==> config.mk <==
export PLATFORM = sky130hd
export DESIGN_NAME = gain_offset_stage
export DESIGN_NICKNAME = d
export VERILOG_FILES = /design/src/rtl/gain_offset_pkg.sv /design/src/rtl/gos_cfg_latch.sv /design/src/rtl/gos_offset_stage.sv /design/src/rtl/gos_gain_stage.sv /design/src/rtl/gain_offset_stage.sv
export SDC_FILE = /design/constraint.sdc
export NUM_CORES = 1
export LEC_CHECK = 0
export BUFFER_PORTS_ARGS = -buffer_cell sky130_fd_sc_hd__buf_2
export CAP_MARGIN = 20
export CORE_MARGIN = 2
export CORE_UTILIZATION = 40
export DETAILED_ROUTE_END_ITERATION = 12
export PLACE_DENSITY = 0.57
export SETUP_SLACK_MARGIN = 0.3
export SYNTH_ARGS = -nofsm -noshare
export SYNTH_HDL_FRONTEND = slang
export SYNTH_SLANG_ARGS = --single-unit
==> constraint.sdc <==
create_clock -name clk_i -period 12.7 [get_ports clk_i]
set_input_delay 1.27 -clock clk_i [delete_from_list [all_inputs] [get_ports clk_i]]
set_output_delay 1.27 -clock clk_i [all_outputs]
set_load 0.02 [all_outputs]
==> src/rtl/gain_offset_pkg.sv <==
package gain_offset_pkg;
  typedef enum logic [1:0] {
    MODE_PASS = 2'b00,
    MODE_OFS  = 2'b01,
    MODE_GAIN = 2'b10,
    MODE_FULL = 2'b11
  } proc_mode_e;
endpackage

==> src/rtl/gos_cfg_latch.sv <==
module gos_cfg_latch #(
  parameter int GAIN_W = 8,
  parameter int OFS_W  = 13
) (
  input  logic              clk_i,
  input  logic              rst_ni,
  input  logic              sof_i,
  input  logic [GAIN_W-1:0] gain_i,
  input  logic [OFS_W-1:0]  ofs_i,
  input  logic [1:0]        mode_i,
  output logic [GAIN_W-1:0] gain_o,
  output logic [OFS_W-1:0]  ofs_o,
  output logic [1:0]        mode_o
);
  import gain_offset_pkg::*;

  logic [GAIN_W-1:0] gain_q;
  logic [OFS_W-1:0]  ofs_q;
  logic [1:0]        mode_q;

  always_ff @(posedge clk_i or negedge rst_ni) begin
    if (!rst_ni) begin
      gain_q <= '0;
      ofs_q  <= '0;
      mode_q <= MODE_FULL;
    end else if (sof_i) begin
      gain_q <= gain_i;
      ofs_q  <= ofs_i;
      mode_q <= mode_i;
    end
  end

  // frame-start pixel already uses the new settings
  assign gain_o = sof_i ? gain_i : gain_q;
  assign ofs_o  = sof_i ? ofs_i  : ofs_q;
  assign mode_o = sof_i ? mode_i : mode_q;


  cfg_hold_chk: assert property (@(posedge clk_i) disable iff (!rst_ni)
    !sof_i |=> ($stable(gain_q) && $stable(ofs_q) && $stable(mode_q)));
endmodule

==> src/rtl/gos_offset_stage.sv <==
module gos_offset_stage #(
  parameter int PIX_W  = 12,
  parameter int GAIN_W = 8,
  parameter int FRAC_W = 3,
  parameter int OFS_W  = 13,
  localparam int SUM_W  = (PIX_W + 2 > OFS_W + 1) ? PIX_W + 2 : OFS_W + 1,
  localparam int MULT_W = GAIN_W + 1
) (
  input  logic              clk_i,
  input  logic              rst_ni,
  input  logic              vld_i,
  input  logic [PIX_W-1:0]  pix_i,
  input  logic              test_pat_i,
  input  logic [GAIN_W-1:0] gain_i,
  input  logic [OFS_W-1:0]  ofs_i,
  input  logic [1:0]        mode_i,
  output logic              vld_o,
  output logic [SUM_W-2:0]  sum_o,
  output logic [MULT_W-1:0] mult_o
);
  localparam logic [MULT_W-1:0] UNITY = MULT_W'(1) << FRAC_W;

  logic              ofs_en, gain_en;
  logic [SUM_W-1:0]  pix_ext, ofs_ext, sum_s;
  logic [SUM_W-2:0]  sum_d;
  logic [MULT_W-1:0] mult_d;

  always_comb begin
    ofs_en  = mode_i[0] & ~test_pat_i;
    gain_en = mode_i[1] & ~test_pat_i;
    pix_ext = {{(SUM_W-PIX_W){1'b0}}, pix_i};
    ofs_ext = ofs_en ? {{(SUM_W-OFS_W){ofs_i[OFS_W-1]}}, ofs_i} : '0;
    sum_s   = pix_ext + ofs_ext;
    sum_d   = sum_s[SUM_W-1] ? '0 : sum_s[SUM_W-2:0];
    mult_d  = gain_en ? UNITY + {1'b0, gain_i} : UNITY;
  end

  always_ff @(posedge clk_i or negedge rst_ni) begin
    if (!rst_ni) begin
      vld_o  <= 1'b0;
      sum_o  <= '0;
      mult_o <= UNITY;
    end else begin
      vld_o  <= vld_i;
      sum_o  <= sum_d;
      mult_o <= mult_d;
    end
  end


  ofs_off_chk: assert property (@(posedge clk_i) disable iff (!rst_ni)
    (vld_i && (test_pat_i || !mode_i[0])) |=> sum_o == (SUM_W-1)'($past(pix_i)));
endmodule

==> src/rtl/gos_gain_stage.sv <==
module gos_gain_stage #(
  parameter int PIX_W  = 12,
  parameter int FRAC_W = 3,
  parameter int SUMQ_W = 13,
  parameter int MULT_W = 9,
  localparam int PROD_W = SUMQ_W + MULT_W
) (
  input  logic              clk_i,
  input  logic              rst_ni,
  input  logic              vld_i,
  input  logic [SUMQ_W-1:0] sum_i,
  input  logic [MULT_W-1:0] mult_i,
  output logic              vld_o,
  output logic [PIX_W-1:0]  pix_o
);
  localparam logic [PIX_W-1:0] PIX_MAX = '1;

  logic [PROD_W-1:0]        prod;
  logic [PROD_W-FRAC_W-1:0] scaled;
  logic [PIX_W-1:0]         pix_d;

  always_comb begin
    prod   = PROD_W'(sum_i) * PROD_W'(mult_i);
    scaled = prod[PROD_W-1:FRAC_W];
    pix_d  = (|scaled[PROD_W-FRAC_W-1:PIX_W]) ? PIX_MAX : scaled[PIX_W-1:0];
  end

  always_ff @(posedge clk_i or negedge rst_ni) begin
    if (!rst_ni) begin
      vld_o <= 1'b0;
      pix_o <= '0;
    end else begin
      vld_o <= vld_i;
      pix_o <= pix_d;
    end
  end


  sat_top_chk: assert property (@(posedge clk_i) disable iff (!rst_ni)
    (vld_i && sum_i >= SUMQ_W'(PIX_MAX)) |=> pix_o == PIX_MAX);
endmodule

==> src/rtl/gain_offset_stage.sv <==
module gain_offset_stage #(
  parameter int PIX_W  = 12,
  parameter int GAIN_W = 8,
  parameter int FRAC_W = 3,
  parameter int OFS_W  = 13,
  localparam int SUM_W  = (PIX_W + 2 > OFS_W + 1) ? PIX_W + 2 : OFS_W + 1,
  localparam int MULT_W = GAIN_W + 1
) (
  input  logic              clk_i,
  input  logic              rst_ni,
  input  logic [PIX_W-1:0]  pix_i,
  input  logic              pix_valid_i,
  input  logic              test_pat_i,
  input  logic              sof_i,
  input  logic [GAIN_W-1:0] gain_code_i,
  input  logic [OFS_W-1:0]  offset_code_i,
  input  logic [1:0]        proc_ctrl_i,
  output logic [PIX_W-1:0]  pix_o,
  output logic              pix_valid_o
);
  logic [GAIN_W-1:0] gain_eff;
  logic [OFS_W-1:0]  ofs_eff;
  logic [1:0]        mode_eff;
  logic              s1_vld;
  logic [SUM_W-2:0]  s1_sum;
  logic [MULT_W-1:0] s1_mult;

  gos_cfg_latch #(.GAIN_W(GAIN_W), .OFS_W(OFS_W)) u_cfg (
    .clk_i  (clk_i),
    .rst_ni (rst_ni),
    .sof_i  (sof_i),
    .gain_i (gain_code_i),
    .ofs_i  (offset_code_i),
    .mode_i (proc_ctrl_i),
    .gain_o (gain_eff),
    .ofs_o  (ofs_eff),
    .mode_o (mode_eff)
  );

  gos_offset_stage #(.PIX_W(PIX_W), .GAIN_W(GAIN_W), .FRAC_W(FRAC_W), .OFS_W(OFS_W)) u_ofs (
    .clk_i      (clk_i),
    .rst_ni     (rst_ni),
    .vld_i      (pix_valid_i),
    .pix_i      (pix_i),
    .test_pat_i (test_pat_i),
    .gain_i     (gain_eff),
    .ofs_i      (ofs_eff),
    .mode_i     (mode_eff),
    .vld_o      (s1_vld),
    .sum_o      (s1_sum),
    .mult_o     (s1_mult)
  );

  gos_gain_stage #(.PIX_W(PIX_W), .FRAC_W(FRAC_W), .SUMQ_W(SUM_W-1), .MULT_W(MULT_W)) u_gain (
    .clk_i  (clk_i),
    .rst_ni (rst_ni),
    .vld_i  (s1_vld),
    .sum_i  (s1_sum),
    .mult_i (s1_mult),
    .vld_o  (pix_valid_o),
    .pix_o  (pix_o)
  );

  // cycles since reset, for two-deep history checks only
  logic [1:0] warm_q;
  always_ff @(posedge clk_i or negedge rst_ni) begin
    if (!rst_ni) warm_q <= '0;
    else         warm_q <= {warm_q[0], 1'b1};
  end


  valid_lat_chk: assert property (@(posedge clk_i) disable iff (!rst_ni)
    warm_q[1] |-> pix_valid_o == $past(pix_valid_i, 2));


  tp_bypass_chk: assert property (@(posedge clk_i) disable iff (!rst_ni)
    (warm_q[1] && $past(pix_valid_i && test_pat_i, 2)) |-> pix_o == $past(pix_i, 2));
endmodule

==> results.md, run 1 <==
* Status: complete, no violations
* Nets at 855
* Yosys warns at 0
* Synth Register Bits at 59
* Post-Synth Adder-Cell Area at 35.9%
* Mux cell area share after synthesis at 4.06%
* Kind of critical path: flop to flop
* Total track usage at 16.3%
* Top_reg_cell synth: dfrtp_1
* Hold buffers post-CTS at 0
* Die footprint at 0.0166 mm²
* RSZ-0062 raised after global routing: no
* Compound-cell area share of the yosys netlist at 8.89%
* First-pass GRT wire length at 21.6 mm
* CP Launch Point: u_ofs.mult_o[8]
* Largest cells by area after synthesis: fa_1 (25%), dfrtp_1 (22%), ha_1 (11%)
* Final Total Pwr at 0.953 mW
* DR WL/cell at 13.6 µm
* H-tree level count at 3
* Worst hold path class: flop to flop
* Placed inst area at 0.00669 mm²
* WP data arrival at 5.60 ns
* # Post-CTS Setup Buffers at 0
* PortBufs at 52
* Clk pin slew, worst setup/hold paths at 0.05 ns
* Critical Path End: u_gain.pix_o[5]
* Fmax at 184 MHz
* Post-synthesis sequential area ratio at 23.7%
* Fin crit share at 42.8%
* Cell Area, Synth at 0.00625 mm²
* Max FO, Critical Path at 13
* Post-synth top area cell: fa_1
* Startpoint Class: flop
* Fin. max-slew vios at 0
* Register area at 0.00148 mm²
* Peak VDD IR at 0.0750 mV
* Share of cells above drive strength 1 at 14.2%
* Initial DRC count at 154
* Fillers at 1467
* Final Skew at 0.00985 ns
* Vias in the first global route at 4573
* Maxcap violations at 0
* Largest net degree at the start of global routing at 60
* Num rows at 45
* Routed WL at 12.2 mm
* Sink Count at 59
* DRC Markers at 0
* Slew headroom at 50.6%
* Num ports at 53
* Largest family of logic cells by synthesized area: adder cells
* Clk_lat worst skew at 0.34 ns
* Flop-to-flop setup slack at 7.26 ns
* Final instance area at 0.00699 mm²
* Max clock buf depth at 2
* Diode count at 0
* Via count at 4253
* Final GP Congestion at 0.810
* Initial core utilization at 41.0%
* Most frequent cell after synthesis: inv_1
* FF-to-FF Start: u_ofs.mult_o[8]
* Most frequent cells after synthesis: inv_1 (105), fa_1 (79), nand2_1 (66)
* Die width at 129 µm
* Top-area cell type share of the netlist area at 25.3%
* Static Leak at 3.51 nW
* Simple-Gate Fraction of Synth Area at 16.4%
* Setup_tns at 0 ns
* Final ANT Viol Nets at 0
* RR Endpoint: u_gain.pix_o[5]
* Worst Setup End Kind: flop
* Num CTS Buffers at 9
* Multi-input gate area at 0.00428 mm²
* DP HPWL at 10.1 mm
* PostCTS Resize Cnt at 0
* Die Span Y at 129 µm
* Worst Reg2Reg Path Length in Cells at 16
* Synthesized instance count at 641
* Core area at 0.0153 mm²
* Pwr dens at 136 mW/mm²
* Final Hold Viols at 0
* Layout area overhead at 11.7%
* Crit path time final at 5.44 ns
* Total grt overflow at 0
* First-pass DRT Iterations at 4
* Finish-stage setup viols at 0
* Worst EP required at 12.86 ns
* Yosys cell types at 52
* Syn nets at 813
* Actual slew at the worst max-slew pin at 0.742 ns
* Initial antenna violation count at 0
* CTS tree: yes
* Drt via density at 4.73
* Post-Syn Area per Cell at 9.75 µm²
* Post-synth EDFFs at 0
* Root buffer cell: clkbuf_16
* Async S/R FF share, synth at 100%
* Synth Area in XOR/XNOR at 3.22%
-- final cells by class --
class / count / area share (%)
flip-flops and latches: 59 / 21.2
repair buffers: 53 / 3.83
well taps: 211 / 3.78
clock buffers: 11 / 3.33
multi-input cells: 455 / 61.3
clock inverters: 5 / 0.913
inverters: 105 / 5.64
-- power by group --
group | total (mW) | switching, mW | internal (mW)
Combinational | 0.461 | 0.265 | 0.197
Clock | 0.239 | 0.0861 | 0.153
Sequential | 0.253 | 0.0316 | 0.222
-- kinds of logic (layout without fill, tap and decap cells) --
kind of cell / Yosys count / count (layout)
simple gates: 201 / 201
flops: 59 / 59
xor+xnor: 23 / 23
compound gates: 76 / 76
mux: 23 / 23
fa+ha+maj: 132 / 132
buf+inv: 127 / 174
-- critical path, cell delays in order (launching register included) --
cell	delay [ns]
dfrtp_1	0.55
nand2_1	0.14
fa_1	0.52
fa_1	0.54
inv_1	0.05
fa_1	0.52
inv_1	0.05
fa_1	0.52
inv_1	0.04
ha_1	0.33
o21ai_0	0.10
nor2_1	0.23
o32ai_2	0.15
o41ai_1	0.49
xor2_1	0.17
a2111oi_4	0.66
o211ai_1	0.19
-- worst min-delay path by stage --
| stage | from | cells after the start | endpoint |
|---|---|---|---|
| floorplan | u_ofs.vld_o | 0 | u_gain.vld_o |
| global placement | u_ofs.vld_o | 0 | u_gain.vld_o |
| detailed placement | u_ofs.vld_o | 0 | u_gain.vld_o |
| CTS | u_ofs.vld_o | 0 | u_gain.vld_o |
| global route | u_ofs.vld_o | 0 | u_gain.vld_o |
| finish | u_ofs.vld_o | 0 | u_gain.vld_o |
-- placed cells by master (no fill, tap or decap), types with 2 or more instances in the layout --
master,count
or2_2,2
xor2_1,10
nand3_1,12
fa_1,79
o21bai_1,4
buf_2,52
o21ai_1,2
a31oi_1,4
inv_1,105
mux2i_1,4
nor2_1,24
a21oi_1,11
o21ai_0,12
a211oi_1,9
clkinv_4,3
clkbuf_16,9
o31ai_1,3
ha_1,53
and2_1,60
dfstp_2,3
a21o_1,9
nor3_1,4
o21a_1,7
mux2_2,19
xnor2_1,13
nand2_1,66
o211ai_1,3
or3_1,2
nand2b_1,2
and3_1,2
dfrtp_1,56
clkbuf_1,2
nor2b_1,17
nand3b_1,4
-- metal layers --
layer,vias to the layer above,GRT usage (%),wire length (µm)
met4,0,4.28,110
met1,2046,21.7,5870
met5,-,0,0
met3,8,3.80,478
met2,81,27.0,5760
li1,2118,-,-
-- flip-flops by register name, indices dropped and copies added, names as in the netlist --
name          flops
u_ofs.mult_o      9
u_cfg.gain_q      8
u_cfg.mode_q      2
u_gain.pix_o     12
u_cfg.ofs_q      13
u_ofs.vld_o       1
u_gain.vld_o      1
u_ofs.sum_o      13
-- stage by stage --
step                util [%]  worst slack (ns)  cells  hold WS [ns]
floorplan                  -              7.64    641         0.331
global placement        43.8              7.41    883         0.344
detailed placement      43.8              7.24    883         0.346
CTS                     45.8              7.22    899         0.358
global route            45.8              6.79    899         0.366
finish                  45.8              7.26    899         0.356
(Power assumes the default switching activity.)
==> run 2: changes to the inputs <==
--- a/config.mk
+++ b/config.mk
@@ -10,7 +10,7 @@
 export CORE_MARGIN = 2
 export CORE_UTILIZATION = 40
 export DETAILED_ROUTE_END_ITERATION = 12
-export PLACE_DENSITY = 0.57
+export PLACE_DENSITY = 0.59
 export SETUP_SLACK_MARGIN = 0.3
 export SYNTH_ARGS = -nofsm -noshare
 export SYNTH_HDL_FRONTEND = slang
==> constraint.sdc (replaced) <==
create_clock -name clk_i -period 4.6 [get_ports clk_i]
set_input_delay 0.46 -clock clk_i [delete_from_list [all_inputs] [get_ports clk_i]]
set_output_delay 0.46 -clock clk_i [all_outputs]
set_load 0.02 [all_outputs]
==> run 2 against run 1 <==
  * Sequential power grew to 2.7 times the previous value
  * Routed wire length grew 2.8%
  * Clock-buffer cell count unchanged
  * Register-to-register slack lost 7.5 ns
  * The run now ends with negative setup slack left
  * Die area is the same
  * Sequential cell count unchanged
  * Hold slack worse by 0.12 ns
  * Core utilization increased by 4.3 points
  * Largest cell class unchanged
  * Non-clock buffer count rose by 69
  * Highest routed layer unchanged
  * Largest power group unchanged
==> results.md, run 2 (synthesis results as in run 1) <==
* Status: finished with violations
* Violated checks: negative setup slack
* Worst Hold Depth at 1
* CP bufs+invs at 3
* Actual slew at the worst max-slew pin at 0.733 ns
* Die width at 129 µm
* Crit path depth at 15
* Clk_lat worst skew at 0.33 ns
* Sink Count at 59
* Nets at 924
* Peak VDD IR at 0.215 mV
* Initial antenna violation count at 0
* Diode count at 0
* Finish-stage setup viols at 12
* Kind of critical path: flop to flop
* Share of cells above drive strength 1 at 25.9%
* Slew headroom at 51.1%
* First-pass GRT wire length at 22.5 mm
* CTS tree: yes
* H-tree level count at 3
* DRC Markers at 0
* Hold buffers post-CTS at 0
* Drt via density at 4.69
* Vias in the first global route at 4961
* Initial DRC count at 137
* Final std cells w/o fill at 968
* PortBufs at 52
* Hold_ws at 0.236 ns
* Fin. max-slew vios at 0
* Startpoint Class: flop
* Num CTS Buffers at 9
* Root buffer cell: clkbuf_16
* Initial core utilization at 41.0%
* Slowest stage delay, CP at 0.62 ns
* Num ports at 53
* DP Cell Count at 952
* Via count at 4539
* Final Total Pwr at 3.05 mW
* Total grt overflow at 0
* Pwr dens at 399 mW/mm²
* Top Registers: u_cfg.ofs_q: 13 flops, u_ofs.sum_o: 13 flops, u_gain.pix_o: 12 flops
* Static Leak at 3.86 nW
* Setup ws final at -0.213 ns
* Final instance area at 0.00765 mm²
* Worst Reg2Reg Path Length in Cells at 15
* Largest net degree at the start of global routing at 60
* Worst-path cell chain: and2_1, fa_1, fa_1, fa_1, inv_1, fa_1, inv_1, ha_1, a21o_1, a31oi_1, o21ai_2, or4_4, a2111oi_4, buf_6, o211ai_1
* Total track usage at 16.7%
* Final Hold Viols at 0
* Fmax at 208 MHz
* RSZ-0062 raised after global routing: yes
* Maxcap violations at 0
* Die footprint at 0.0166 mm²
* Final ANT Viol Nets at 0
* Routed WL at 12.6 mm
* WP data arrival at 5.01 ns
* CP top delay family: adder cells
* Commonest non-fill, non-tap cell in the layout: inv_1
* Die Span Y at 129 µm
* Fin crit share at 105%
* Most frequent cells in the layout: inv_1 (101), fa_1 (78), buf_4 (68)
* Clk pin slew, worst setup/hold paths at 0.06 ns
* Slowest cell on the critical path: dfstp_2
* Final Skew at 0.00739 ns
* Layout area overhead at 22.4%
* Worst EP required at 4.80 ns
* Final GP Congestion at 0.852
* Crit path time final at 4.81 ns
* DP HPWL at 10.8 mm
* Max clock buf depth at 2
* Worst Setup End Kind: flop
* Num rows at 45
* Max FO, Critical Path at 12
* Fillers at 1411
* Core area at 0.0153 mm²
* Most Frequent Cell on Critical Path: fa_1
* Worst hold path class: input port to flop
* First-pass DRT Iterations at 4
* Post-Place Worst Slack at -0.306 ns
* Placed inst area at 0.00733 mm²
* DR WL/cell at 13.0 µm
[run 2: area by class of cell]
class | instances | area (µm²) | area share (%)
Inverter | 105 | 394 | 5.15
Clock inverter | 5 | 63.8 | 0.834
Tap cell | 211 | 264 | 3.45
Sequential cell | 59 | 1490 | 19.5
Clock buffer | 11 | 233 | 3.04
Timing Repair Buffer | 122 | 802 | 10.5
Multi-Input combinational cell | 455 | 4400 | 57.5
[run 2: where the power goes]
part / internal (mW) / switching [mW]
combinational: 0.857 / 0.850
clock: 0.422 / 0.240
sequential: 0.614 / 0.0670
total: 1.89 / 1.16
[run 2: path summary, 6_finish.rpt]
path	startpoint	endpoint	slack, ns
worst max-delay path	u_ofs.mult_o[3]	u_gain.pix_o[5]	-0.21
max in group asynchronous	rst_ni	u_ofs.mult_o[1]	3.79
worst min register to register	u_ofs.vld_o	u_gain.vld_o	0.35
worst max register to register	u_ofs.mult_o[3]	u_gain.pix_o[5]	-0.21
min in group asynchronous	rst_ni	u_gain.pix_o[11]	0.28
worst min-delay path	pix_valid_i	u_ofs.vld_o	0.24
[run 2: worst reg2reg max path, cell delays in order, from the launching register on]
cell and delay [ns]:
dfstp_2 0.62, and2_1 0.18, fa_1 0.43, fa_1 0.52, fa_1 0.50, inv_1 0.05
fa_1 0.47, inv_1 0.04, ha_1 0.30, a21o_1 0.16, a31oi_1 0.20, o21ai_2 0.09
or4_4 0.53, a2111oi_4 0.32, buf_6 0.19, o211ai_1 0.09
[run 2: through the flow]
step	setup TNS (ns)	util [%]
floorplan	-1.22	-
global placement	-2.67	48.0
detailed placement	-3.43	48.0
CTS	-2.46	50.1
global route	-4.93	50.1
finish	-2.35	50.1
[run 2: what timing repair did]
item,4_1_cts,5_1_grt
setup buffers,0,0
gates resized for setup,12,1
pin swaps,0,1
setup endpoints to repair,12,12
[run 2: metal layers]
metal  track usage [%]  vias to the layer above  share of wire, %
met2              28.9                       96                48
met1              21.7                     2171                47
met4              3.77                        0               1.4
met5                 0                        -                 0
li1                  -                     2254                 -
met3              3.47                       18               3.4
==> run 3: changes to the inputs <==
--- a/config.mk
+++ b/config.mk
@@ -15,3 +15,4 @@
 export SYNTH_ARGS = -nofsm -noshare
 export SYNTH_HDL_FRONTEND = slang
 export SYNTH_SLANG_ARGS = --single-unit
+export TNS_END_PERCENT = 5
==> run 3 against run 2 <==
  * First-iteration DRC count shrank 2.9%
  * Setup slack lost 0.0012 ns
  * The run still ends with negative setup slack left
  * Via count grew 0.31%
  * Clock-buffer cell count is the same
  * Sequential cell count is the same
  * Critical endpoint unchanged
  * Final cell count is the same
==> results.md, run 3 (synthesis results as in run 1) <==
* Crit path depth at 15
* Share of power burned in registers at 22.4%
* Worst Reg2Reg Path Length in Cells at 15
* Sw power at 1.16 mW
* Crit path time final at 4.81 ns
* Peak VDD IR at 0.215 mV
* Largest net degree at the start of global routing at 60
* Max FO, Critical Path at 12
* Diode count at 0
* CP Launch Point: u_ofs.mult_o[3]
* Flop-to-flop setup slack at -0.21 ns
* Status: finished with violations
* # Post-CTS Setup Buffers at 0
* Initial DRC count at 133
* Kind of critical path: flop to flop
* RSZ-0062 raised after global routing: yes
* Violated checks: negative setup slack
* Register area at 0.00149 mm²
* Most Frequent Cell on Critical Path: fa_1
* Maxcap violations at 0
* Pwr dens at 399 mW/mm²
* Die footprint at 0.0166 mm²
* Clk network pwr share at 21.7%
* Worst-path cell chain: and2_1, fa_1, fa_1, fa_1, inv_1, fa_1, inv_1, ha_1, a21o_1, a31oi_1, o21ai_2, or4_4, a2111oi_4, buf_6, o211ai_1
* Routed WL at 12.6 mm
* Int Power at 1.89 mW
* Total grt overflow at 0
* Top Registers: u_cfg.ofs_q: 13 flops, u_ofs.sum_o: 13 flops, u_gain.pix_o: 12 flops
* First-pass GRT wire length at 22.5 mm
* RR Endpoint: u_gain.pix_o[5]
* WP data arrival at 5.01 ns
* PortBufs at 52
* Clk pin slew, worst setup/hold paths at 0.06 ns
* Layout area overhead at 22.4%
* Final ANT Viol Nets at 0
* Worst EP required at 4.79 ns
* Num CTS Buffers at 9
* Slowest cell on the critical path: dfstp_2
* Slowest stage delay, CP at 0.62 ns
* Actual slew at the worst max-slew pin at 0.735 ns
* Fin. max-slew vios at 0
* Final Hold Viols at 0
* Num rows at 45
* Drt via density at 4.70
* CTS tree: yes
* Initial antenna violation count at 0
* Most frequent cells in the layout: inv_1 (101), fa_1 (78), buf_4 (68)
* Fmax at 208 MHz
* FF-to-FF Start: u_ofs.mult_o[3]
* Hold buffers post-CTS at 0
* Sink Count at 59
* DRC Markers at 0
* Vias in the first global route at 4955
* Slew headroom at 51.0%
* Clk_lat worst skew at 0.32 ns
* Setup ws final at -0.214 ns
* Share of cells above drive strength 1 at 25.9%
* Worst hold path class: input port to flop
* Switching share of power at 37.9%
* Startpoint Class: flop
* Fillers at 1411
* Fin crit share at 105%
* Total track usage at 16.7%
* First-pass DRT Iterations at 4
* Final core utilization at 50.1%
* H-tree level count at 3
* Final Skew at 0.00804 ns
* DP Cell Count at 952
* DR WL/cell at 13.0 µm
* Final GP Congestion at 0.852
* Post-Place Worst Slack at -0.306 ns
* CP bufs+invs at 3
* Worst Setup End Kind: flop
* Critical Path End: u_gain.pix_o[5]
* Core area at 0.0153 mm²
* DP HPWL at 10.8 mm
* Num ports at 53
* Root buffer cell: clkbuf_16
* Final std cells w/o fill at 968
* Final Total Pwr at 3.05 mW
* Die width at 129 µm
* Static Leak at 3.86 nW
* Via count at 4553
* Multi-input gate area at 0.00440 mm²
* Max clock buf depth at 2
* Nets at 924
* Combinational share of power at 55.9%
* Finish-stage setup viols at 12
* Die Span Y at 129 µm
* Commonest non-fill, non-tap cell in the layout: inv_1
* Initial core utilization at 41.0%
* CP top delay family: adder cells
==> run 3: cell counts in the layout (fill, tap and decap cells not counted) <==
Identical to the previous run, type by type.
==> run 3: cell type report <==
cell class | count | area share (%)
Clock inverter | 5 | 0.834
Inverter | 105 | 5.15
Clock buffer | 11 | 3.04
Multi-Input combinational cell | 455 | 57.5
Timing Repair Buffer | 122 | 10.5
Sequential cell | 59 | 19.5
Tap cell | 211 | 3.45
==> run 3: metrics by stage <==
stage	setup TNS, ns	instance area [µm²]	hold WS (ns)
6_report	-2.36	7650	0.235
5_1_grt	-4.92	7650	0.224
4_1_cts	-2.41	7650	0.229
3_5_place_dp	-3.43	7330	0.345
3_3_place_gp	-2.67	7330	0.342
2_1_floorplan	-1.22	6410	0.164
==> run 3: timing repair <==
item,4_1_cts,5_1_grt
resized for setup,12,1
pin swaps,2,1
endpoints found under the setup margin,12,12
==> run 3: worst min path at each step <==
| stage | from | endpoint | slack, ns | cells after the start |
|---|---|---|---|---|
| after global routing | pix_valid_i | u_ofs.vld_o | 0.22 | 1 |
| after global placement | u_ofs.vld_o | u_gain.vld_o | 0.34 | 0 |
| after floorplan | rst_ni | u_cfg.gain_q[0] | 0.16 | 0 |
| final | pix_valid_i | u_ofs.vld_o | 0.24 | 1 |
| after CTS | pix_valid_i | u_ofs.vld_o | 0.23 | 1 |
| after detailed placement | u_ofs.vld_o | u_gain.vld_o | 0.35 | 0 |
==> run 3: per-layer routing <==
layer  wire (µm)  vias up  part of all wire, %  global-route usage (%)
met5           0        -                    0                       0
met4         167        0                  1.3                    3.77
met3         416       17                  3.3                    3.47
met2        6070       91                   48                    28.9
met1        5920     2188                   47                    21.7
li1            -     2257                    -                       -
==> run 3: power by group through the flow <==
stage	sequential, mW	combinational (mW)	clock (mW)
global placement	0.686	1.68	0
global route	0.692	1.95	0.705
floorplan	0.706	1.13	0
detailed placement	0.689	1.72	0
finish	0.682	1.71	0.662
CTS	0.681	1.73	0.682
